<file path="config.mk">
export PLATFORM = sky130hd
export DESIGN_NAME = btb_alloc_taken
export DESIGN_NICKNAME = d
export VERILOG_FILES = /design/src/rtl/btb_pkg.sv /design/src/rtl/btb_addr_split.sv /design/src/rtl/btb_state_step.sv /design/src/rtl/btb_alloc_taken.sv
export SDC_FILE = /design/constraint.sdc
export NUM_CORES = 1
export LEC_CHECK = 0
export BUFFER_PORTS_ARGS = -buffer_cell sky130_fd_sc_hd__buf_2
export CAP_MARGIN = 20
export CORE_ASPECT_RATIO = 1.1
export CORE_UTILIZATION = 41
export DETAILED_ROUTE_END_ITERATION = 7
export PLACE_DENSITY = 0.58
export SYNTH_ARGS = -nofsm -noshare
export SYNTH_HDL_FRONTEND = slang
export SYNTH_SLANG_ARGS = --single-unit
</file>
<file path="constraint.sdc">
create_clock -name clk -period 3.03 [get_ports clk]
set_input_delay 0.303 -clock clk [delete_from_list [all_inputs] [get_ports clk]]
set_output_delay 0.303 -clock clk [all_outputs]
set_load 0.005 [all_outputs]
</file>
<file path="src/rtl/btb_pkg.sv">
package btb_pkg;

    typedef logic [1:0] pred_state_t;

    localparam pred_state_t ST_STRONG_NT = 2'd0;
    localparam pred_state_t ST_WEAK_NT   = 2'd1;
    localparam pred_state_t ST_WEAK_TK   = 2'd2;
    localparam pred_state_t ST_STRONG_TK = 2'd3;

endpackage

</file>
<file path="src/rtl/btb_addr_split.sv">
module btb_addr_split #(
    parameter int PC_W  = 12,
    parameter int IDX_W = 3
) (
    input  logic [PC_W-1:0]       pc,
    output logic [IDX_W-1:0]      idx,
    output logic [PC_W-IDX_W-1:0] tag
);
    always_comb begin
        idx = pc[IDX_W-1:0];
        tag = pc[PC_W-1:IDX_W];
    end
endmodule

</file>
<file path="src/rtl/btb_state_step.sv">
module btb_state_step
    import btb_pkg::*;
(
    input  pred_state_t cur,
    input  logic        taken,
    output pred_state_t nxt
);
    always_comb begin
        nxt = cur;
        if (taken) begin
            if (cur != ST_STRONG_TK) nxt = cur + 2'd1;
        end else begin
            if (cur != ST_STRONG_NT) nxt = cur - 2'd1;
        end
    end
endmodule

</file>
<file path="src/rtl/btb_alloc_taken.sv">
module btb_alloc_taken
    import btb_pkg::*;
#(
    parameter int PC_W  = 12,
    parameter int IDX_W = 3
) (
    input  logic            clk,
    input  logic            rst_n,
    input  logic [PC_W-1:0] lk_pc,
    output logic            lk_hit,
    output logic            lk_taken,
    output logic [PC_W-1:0] lk_target,
    input  logic            rs_valid,
    input  logic [PC_W-1:0] rs_pc,
    input  logic            rs_taken,
    input  logic [PC_W-1:0] rs_target
);
    localparam int DEPTH = 1 << IDX_W;
    localparam int TAG_W = PC_W - IDX_W;

    typedef struct packed {
        logic              vld;
        logic [TAG_W-1:0]  tag;
        logic [PC_W-1:0]   tgt;
        pred_state_t       st;
    } entry_t;

    typedef struct packed {
        entry_t [DEPTH-1:0] ent;
    } table_t;

    table_t tbl_d, tbl_q;

    logic [IDX_W-1:0] lk_idx, rs_idx;
    logic [TAG_W-1:0] lk_tag, rs_tag;
    entry_t           lk_ent, rs_ent;
    logic             rs_hit;
    pred_state_t      rs_st_next;

    btb_addr_split #(.PC_W(PC_W), .IDX_W(IDX_W)) u_lk_split (
        .pc (lk_pc), .idx(lk_idx), .tag(lk_tag)
    );

    btb_addr_split #(.PC_W(PC_W), .IDX_W(IDX_W)) u_rs_split (
        .pc (rs_pc), .idx(rs_idx), .tag(rs_tag)
    );

    always_comb begin
        rs_ent = tbl_q.ent[rs_idx];
        rs_hit = rs_ent.vld && (rs_ent.tag == rs_tag);
    end

    btb_state_step u_step (
        .cur  (rs_ent.st),
        .taken(rs_taken),
        .nxt  (rs_st_next)
    );

    // Lookup reads the registered table: same-cycle resolve is not visible yet.
    always_comb begin
        lk_ent    = tbl_q.ent[lk_idx];
        lk_hit    = lk_ent.vld && (lk_ent.tag == lk_tag);
        lk_taken  = lk_hit && lk_ent.st[1];
        lk_target = lk_hit ? lk_ent.tgt : '0;
    end

    // Next-state computation for the whole table.
    always_comb begin
        tbl_d = tbl_q;
        if (rs_valid) begin
            if (rs_hit) begin
                tbl_d.ent[rs_idx].st = rs_st_next;
                if (rs_taken) tbl_d.ent[rs_idx].tgt = rs_target;
            end else if (rs_taken) begin
                tbl_d.ent[rs_idx].vld = 1'b1;
                tbl_d.ent[rs_idx].tag = rs_tag;
                tbl_d.ent[rs_idx].tgt = rs_target;
                tbl_d.ent[rs_idx].st  = ST_STRONG_TK;
            end
        end
    end

    always_ff @(posedge clk) begin
        if (!rst_n) tbl_q <= '0;
        else        tbl_q <= tbl_d;
    end

endmodule

</file>
==> impl_metrics.ini, run 1 <==
[clock_network]
worst_skew_pair.late_latency_ns = 0.44
ctsHoldBuffers = 0
cts-buffers-inserted = 17
cts_buffer_depth = 2
clkSinkCount = 192
cts_max_level = 4
clk_pin_slew_ns = 0.07
cts_tree = yes
clk_root_buffer_cell = sky130_fd_sc_hd__clkbuf_16

[critical_path]
r2r.worst_path.cells = 9
path_class = flop to primary output
worstSetupEndpointType = primary output
cp_slowest_cell = sky130_fd_sc_hd__mux4_2
worstPathBufferInverterCount = 3
critical_path.top_delay_family = multiplexers
critical_path_depth = 9
crit_path_cell_chain = mux4_2 -> mux2i_2 -> xnor2_1 -> nor4_2 -> buf_4 -> nand3_4 -> buf_12 -> nor2_4 -> buf_2
critical_path.startpoint_type = flop
worst_ep_arrival_time_ns = 2.63
cpPeakStageDelay_ns = 0.50
timing.critical_path.fanout_max = 7
cp_data_required_time_ns = 2.73

[grt]
grt_overflow = 0
gr-usage-all-layers_pct = 22.47
initial_antenna_violation_count = 0
grt_pass1_wl_um = 40490
pin_count_of_the_biggest_net_entering_global_routing = 66
first_global_vias = 7079

[synthesis]
synth_area_leaders = sky130_fd_sc_hd__dfxtp_1, sky130_fd_sc_hd__mux4_2, sky130_fd_sc_hd__mux2i_1, sky130_fd_sc_hd__nand2_1, sky130_fd_sc_hd__a21boi_0
mappedNetlistNets = 1029
asyncSetResetFlopFracSynth_pct = 0
synth-seq-cells = 192
synth-edff-count = 0
yosys_warnings = 0
netlist.area_leader.share_pct = 40.19
synth.yosys.seq_area_share_pct = 40.19
synth.cell_area_sq_um = 9563
synth.distinct_cells = 40
yosysTopAreaCell = sky130_fd_sc_hd__dfxtp_1
synth_cells = 989
dominantRegCellSynth = sky130_fd_sc_hd__dfxtp_1
synth.avg_cell_area_sq_um = 9.669

[final_layout]
regMostFlops = tbl_q
final_cell_mix = sky130_fd_sc_hd__nand2_1, sky130_fd_sc_hd__dfxtp_1, sky130_fd_sc_hd__mux2i_1
footprint_of_the_multi_input_gates_sq_um = 5475
final_design_area_no_fill_sq_um = 11070
seqCellArea_sq_um = 3847
final_cells = 1349
ratio_of_cells_with_drive_above_1_in_the_final_layout_pct = 22.50
largest_register_ffs = 192
finalNetCount = 1077
final_core_utilization_pct = 48.45
diodes = 0
number_of_filler_cells_placed_in_the_layout = 2150
top_regs = tbl_q x192
areaGrowthSynthToFinish_pct = 15.81
layout.cells.most_common = sky130_fd_sc_hd__nand2_1

[timing]
final-hold-violation-count = 0
final_min_period_over_clock_period_pct = 96.79
finalCriticalPeriod_ns = 2.933
maximum_clock_frequency_mhz = 341.0
tightest_slew_ns = 0.7656
tns_ns = 0
final.setup_skew_ns = 0.009915
maxSlewHeadroom_pct = 48.96
final_max_slew_viol_count = 0
setup_viol = 0
grt_setup_unrepaired = yes

[route]
drtIter0Drc = 373
drt.antenna.violating_nets = 0
wire_per_inst_um = 19.44
totalWireLength_um = 26220
drt_first_pass_iters = 5
post-route-drc-count = 0
detailroute.via_count = 7310
route.detailed.vias_per_inst = 5.419

[die]
design.core.area_sq_um = 22860
dieHeight_um = 162.2
start_util_pct = 41.83
io_pins = 54
floorplan.die.width_um = 147.6
core.rowCount = 58
die_area_sq_um = 23940

[placement]
gp_congestion = 0.8325
detailed_place_hpwl_um = 17630
placed_cells_incl_taps = 1316
io_buffer_count = 53
placement_stage_cell_area_sq_um = 10340

[hold_path]
hp-class = primary input to flop
whs_path_depth = 3

[power]
worst_ir_drop_vdd_mv = 0.4042
total_power_w = 0.005324
total_leakage_power_nw = 4.402
p_per_area_nw_per_um2 = 480.8

[flow_run]
cap_violations = 0

[outcome]
status = complete, no violations
[path summary, 6_finish.rpt]
| kind | to | slack (ns) | start |
|---|---|---|---|
| worst max register to register | tbl_q[168] | 0.42 | tbl_q[190] |
| worst min-delay path | tbl_q[101] | 0.18 | rs_target[3] |
| worst max-delay path | lk_target[8] | 0.1 | tbl_q[188] |
| worst min register to register | tbl_q[179] | 0.46 | tbl_q[179] |
[worst register-to-register path, delay by kind of cell (launching register included)]
kind | cells | cell delay (ns)
AO/OA/AOI/OAI | 2 | 0.42
XOR/XNOR | 1 | 0.12
buffers and inverters | 2 | 0.38
flip-flops | 1 | 0.33
multiplexers | 3 | 0.83
AND/OR/NAND/NOR | 1 | 0.47
[cell families (layout without fill, tap and decap cells)]
kind of cell,Yosys count,count (layout),share of synthesized area (%)
fa+ha+maj,2,2,0.2094
flops,192,192,40.19
buf+inv,82,142,3.991
mux,187,187,27.27
simple gates,374,374,16.46
xor+xnor,16,16,1.465
compound gates,136,136,10.41
[layout make-up]
type,count,share of cell area (%)
inverters,1,0.03389
clock buffers,18,3.875
well taps,300,3.389
flip-flops and latches,192,34.74
repair buffers,110,7.140
multi-input cells,715,49.44
clock inverters,13,1.378
[synth_stat cells, types with 9 or more instances]
cell / number
sky130_fd_sc_hd__nor2_1: 16
sky130_fd_sc_hd__nor3_1: 9
sky130_fd_sc_hd__clkbuf_1: 55
sky130_fd_sc_hd__buf_4: 12
sky130_fd_sc_hd__nor2b_1: 9
sky130_fd_sc_hd__mux4_2: 58
sky130_fd_sc_hd__xnor2_1: 15
sky130_fd_sc_hd__mux2i_1: 121
sky130_fd_sc_hd__buf_2: 9
sky130_fd_sc_hd__dfxtp_1: 192
sky130_fd_sc_hd__nand2_1: 308
sky130_fd_sc_hd__a21boi_0: 96
[per-layer routing]
| layer | GRT usage [%] | vias up | wire (um) |
|---|---|---|---|
| met3 | 3.792 | 39 | 935 |
| met4 | 7.966 | 0 | 547 |
| met1 | 28.77 | 3609 | 11780 |
| li1 | - | 3513 | - |
| met5 | 0 | - | 0 |
| met2 | 38.12 | 149 | 12960 |
[report_power, final]
group          switching, W  total [W]  internal (W)
Clock               0.00105    0.00228       0.00123
Combinational      0.000269   0.000461      0.000192
Sequential        0.0000219    0.00258       0.00256
Total               0.00134    0.00532       0.00398
[repair_timing]
| action | 4_1_cts | 5_1_grt |
|---|---|---|
| setup buffers | 0 | 1 |
| pin swaps | 1 | 12 |
| gates resized for setup | 2 | 27 |
| endpoints found under the setup margin | 11 | 13 |
| gates cloned | 0 | 1 |
[through the flow]
stage | hold slack (ns) | setup slack (ns)
2_1_floorplan | 0.4344 | 0.3367
3_3_place_gp | 0.4446 | -0.07470
3_5_place_dp | 0.4550 | -0.05812
4_1_cts | 0.1736 | 0.01794
5_1_grt | 0.1805 | -0.03903
6_report | 0.1839 | 0.09711
(Power assumes the default switching activity.)
==> run 2, diff against run 1 <==
--- a/config.mk
+++ b/config.mk
@@ -10,7 +10,8 @@
 export CORE_ASPECT_RATIO = 1.1
 export CORE_UTILIZATION = 41
 export DETAILED_ROUTE_END_ITERATION = 7
-export PLACE_DENSITY = 0.58
+export GPL_ROUTABILITY_DRIVEN = 0
+export PLACE_DENSITY = 0.61
 export SYNTH_ARGS = -nofsm -noshare
 export SYNTH_HDL_FRONTEND = slang
 export SYNTH_SLANG_ARGS = --single-unit
==> impl_metrics.ini, run 2 (synthesis gave the netlist of run 1 again) <==
[power]
worst_ir_drop_vdd_mv = 0.3453
p_per_area_nw_per_um2 = 483.5
total_leakage_power_nw = 4.302

[final_layout]
top_regs = tbl_q x192
areaGrowthSynthToFinish_pct = 12.97
largest_register_ffs = 192
final_design_area_no_fill_sq_um = 10800
regMostFlops = tbl_q
final_cells = 1339
final_cell_mix = sky130_fd_sc_hd__nand2_1, sky130_fd_sc_hd__dfxtp_1, sky130_fd_sc_hd__mux2i_1
finalNetCount = 1065
ratio_of_cells_with_drive_above_1_in_the_final_layout_pct = 20.33
number_of_filler_cells_placed_in_the_layout = 2188
layout.cells.most_common = sky130_fd_sc_hd__nand2_1
final_core_utilization_pct = 47.26

[clock_network]
cts_post_setup_buffers_inserted = 0
cts-buffers-inserted = 17
clk_root_buffer_cell = sky130_fd_sc_hd__clkbuf_16
clk_pin_slew_ns = 0.08
cts_tree = yes
worst_skew_pair.late_latency_ns = 0.44
cts_max_level = 4
clkSinkCount = 192
cts_buffer_depth = 2

[critical_path]
worst_ep_arrival_time_ns = 2.60
timing.critical_path.fanout_max = 14
path_class = flop to primary output
critical_path.startpoint_type = flop
cp_data_required_time_ns = 2.73
worstSetupEndpointType = primary output
r2r.worst_path.cells = 8

[hold_path]
whs_path_depth = 3
hp-class = primary input to flop

[route]
post-route-drc-count = 0
wire_per_inst_um = 19.15
drtIter0Drc = 528
drt.antenna.violating_nets = 0
totalWireLength_um = 25640
drt_first_pass_iters = 5
detailroute.via_count = 7261
route.detailed.vias_per_inst = 5.423

[grt]
pin_count_of_the_biggest_net_entering_global_routing = 55
grt_pass1_wl_um = 39820
gr-usage-all-layers_pct = 22.03
initial_antenna_violation_count = 1
first_global_vias = 6973
grt_overflow = 0

[timing]
finalCriticalPeriod_ns = 2.907
grt_setup_unrepaired = no
worst_hold_slack_ns = 0.1837
final.setup_skew_ns = 0.01440
maximum_clock_frequency_mhz = 344.0
final-hold-violation-count = 0
setup_viol = 0
tightest_slew_ns = 0.6598
final_min_period_over_clock_period_pct = 95.95
final_max_slew_viol_count = 0
maxSlewHeadroom_pct = 55.91
worst_slack_setup_final_ns = 0.1228

[die]
die_area_sq_um = 23940
dieHeight_um = 162.2
io_pins = 54
design.core.area_sq_um = 22860
start_util_pct = 41.83
core.rowCount = 58
floorplan.die.width_um = 147.6

[placement]
placed_cells_incl_taps = 1306
dp_worst_setup_slack_ns = -0.05387
placement_stage_cell_area_sq_um = 10220
detailed_place_hpwl_um = 16400
io_buffer_count = 53

[flow_run]
cap_violations = 0

[outcome]
status = complete, no violations
==> run 2: cell types whose count changed in the layout (fill, tap and decap cells not counted), moves of 3 or more <==
| cell | previous run | this run |
|---|---|---|
| sky130_fd_sc_hd__buf_4 | 53 | 44 |
| sky130_fd_sc_hd__nor2_1 | 6 | 15 |
| sky130_fd_sc_hd__nor2_4 | 9 | 0 |
| sky130_fd_sc_hd__buf_12 | 5 | 2 |
| sky130_fd_sc_hd__clkinv_4 | 1 | 4 |
| sky130_fd_sc_hd__dfxtp_1 | 189 | 192 |
| sky130_fd_sc_hd__dfxtp_2 | 3 | 0 |
==> run 2: worst max-delay path: stages, from the launching register on <==
cell and delay, ns:
sky130_fd_sc_hd__dfxtp_1 0.33, sky130_fd_sc_hd__mux4_2 0.45, sky130_fd_sc_hd__mux2i_1 0.27, sky130_fd_sc_hd__xnor2_1 0.10, sky130_fd_sc_hd__nor4_1 0.23, sky130_fd_sc_hd__buf_4 0.18
sky130_fd_sc_hd__nand3_1 0.09, sky130_fd_sc_hd__buf_4 0.22, sky130_fd_sc_hd__nor2_2 0.16, sky130_fd_sc_hd__buf_2 0.14
==> run 2: power by group <==
part | internal, W | total (W) | switching (W) | leakage, nW
Clock | 0.00109 | 0.00221 | 0.00111 | 0.276
Combinational | 0.000181 | 0.000440 | 0.000259 | 2.48
Sequential | 0.00256 | 0.00258 | 0.0000217 | 1.55
==> run 2: per-stage QoR <==
step	setup TNS [ns]	total power [W]
4_1_cts	0	0.005258
3_5_place_dp	-0.09853	0.003077
6_report	0	0.005223
3_3_place_gp	-0.05893	0.003074
2_1_floorplan	0	0.002933
5_1_grt	0	0.005410
==> run 2: cell type report <==
type                    count  area (sq um)  area share, %
multi-input cells         715          5370          49.71
flip-flops and latches    192          3844          35.58
repair buffers             98         636.9          5.895
clock buffers              17         425.4          3.938
well taps                 300         375.4          3.475
clock inverters            15         145.1          1.344
inverters                   1         3.754        0.03475
diodes                      1         2.502        0.02316
==> run 2: worst paths after layout <==
| check | slack [ns] | from | to |
|---|---|---|---|
| max | 0.12 | tbl_q[136] | lk_taken |
| min | 0.18 | rs_target[8] | tbl_q[178] |
| max reg2reg | 0.44 | tbl_q[94] | tbl_q[144] |
| min reg2reg | 0.46 | tbl_q[156] | tbl_q[156] |
==> run 2: what timing repair did <==
| action | CTS | global route |
|---|---|---|
| hold buffers | 0 | 0 |
| setup endpoints to repair | 0 | 14 |
| resized for setup | 0 | 3 |
==> run 2: per-layer routing <==
metal / vias to the layer above / part of all wire (%) / routed length (um) / track usage (%)
li1: 3499 / - / - / -
met1: 3564 / 44 / 11370 / 28.20
met2: 167 / 50 / 12800 / 37.67
met3: 31 / 4.1 / 1053 / 3.708
met4: 0 / 1.7 / 428 / 7.076
met5: - / 0 / 0 / 0
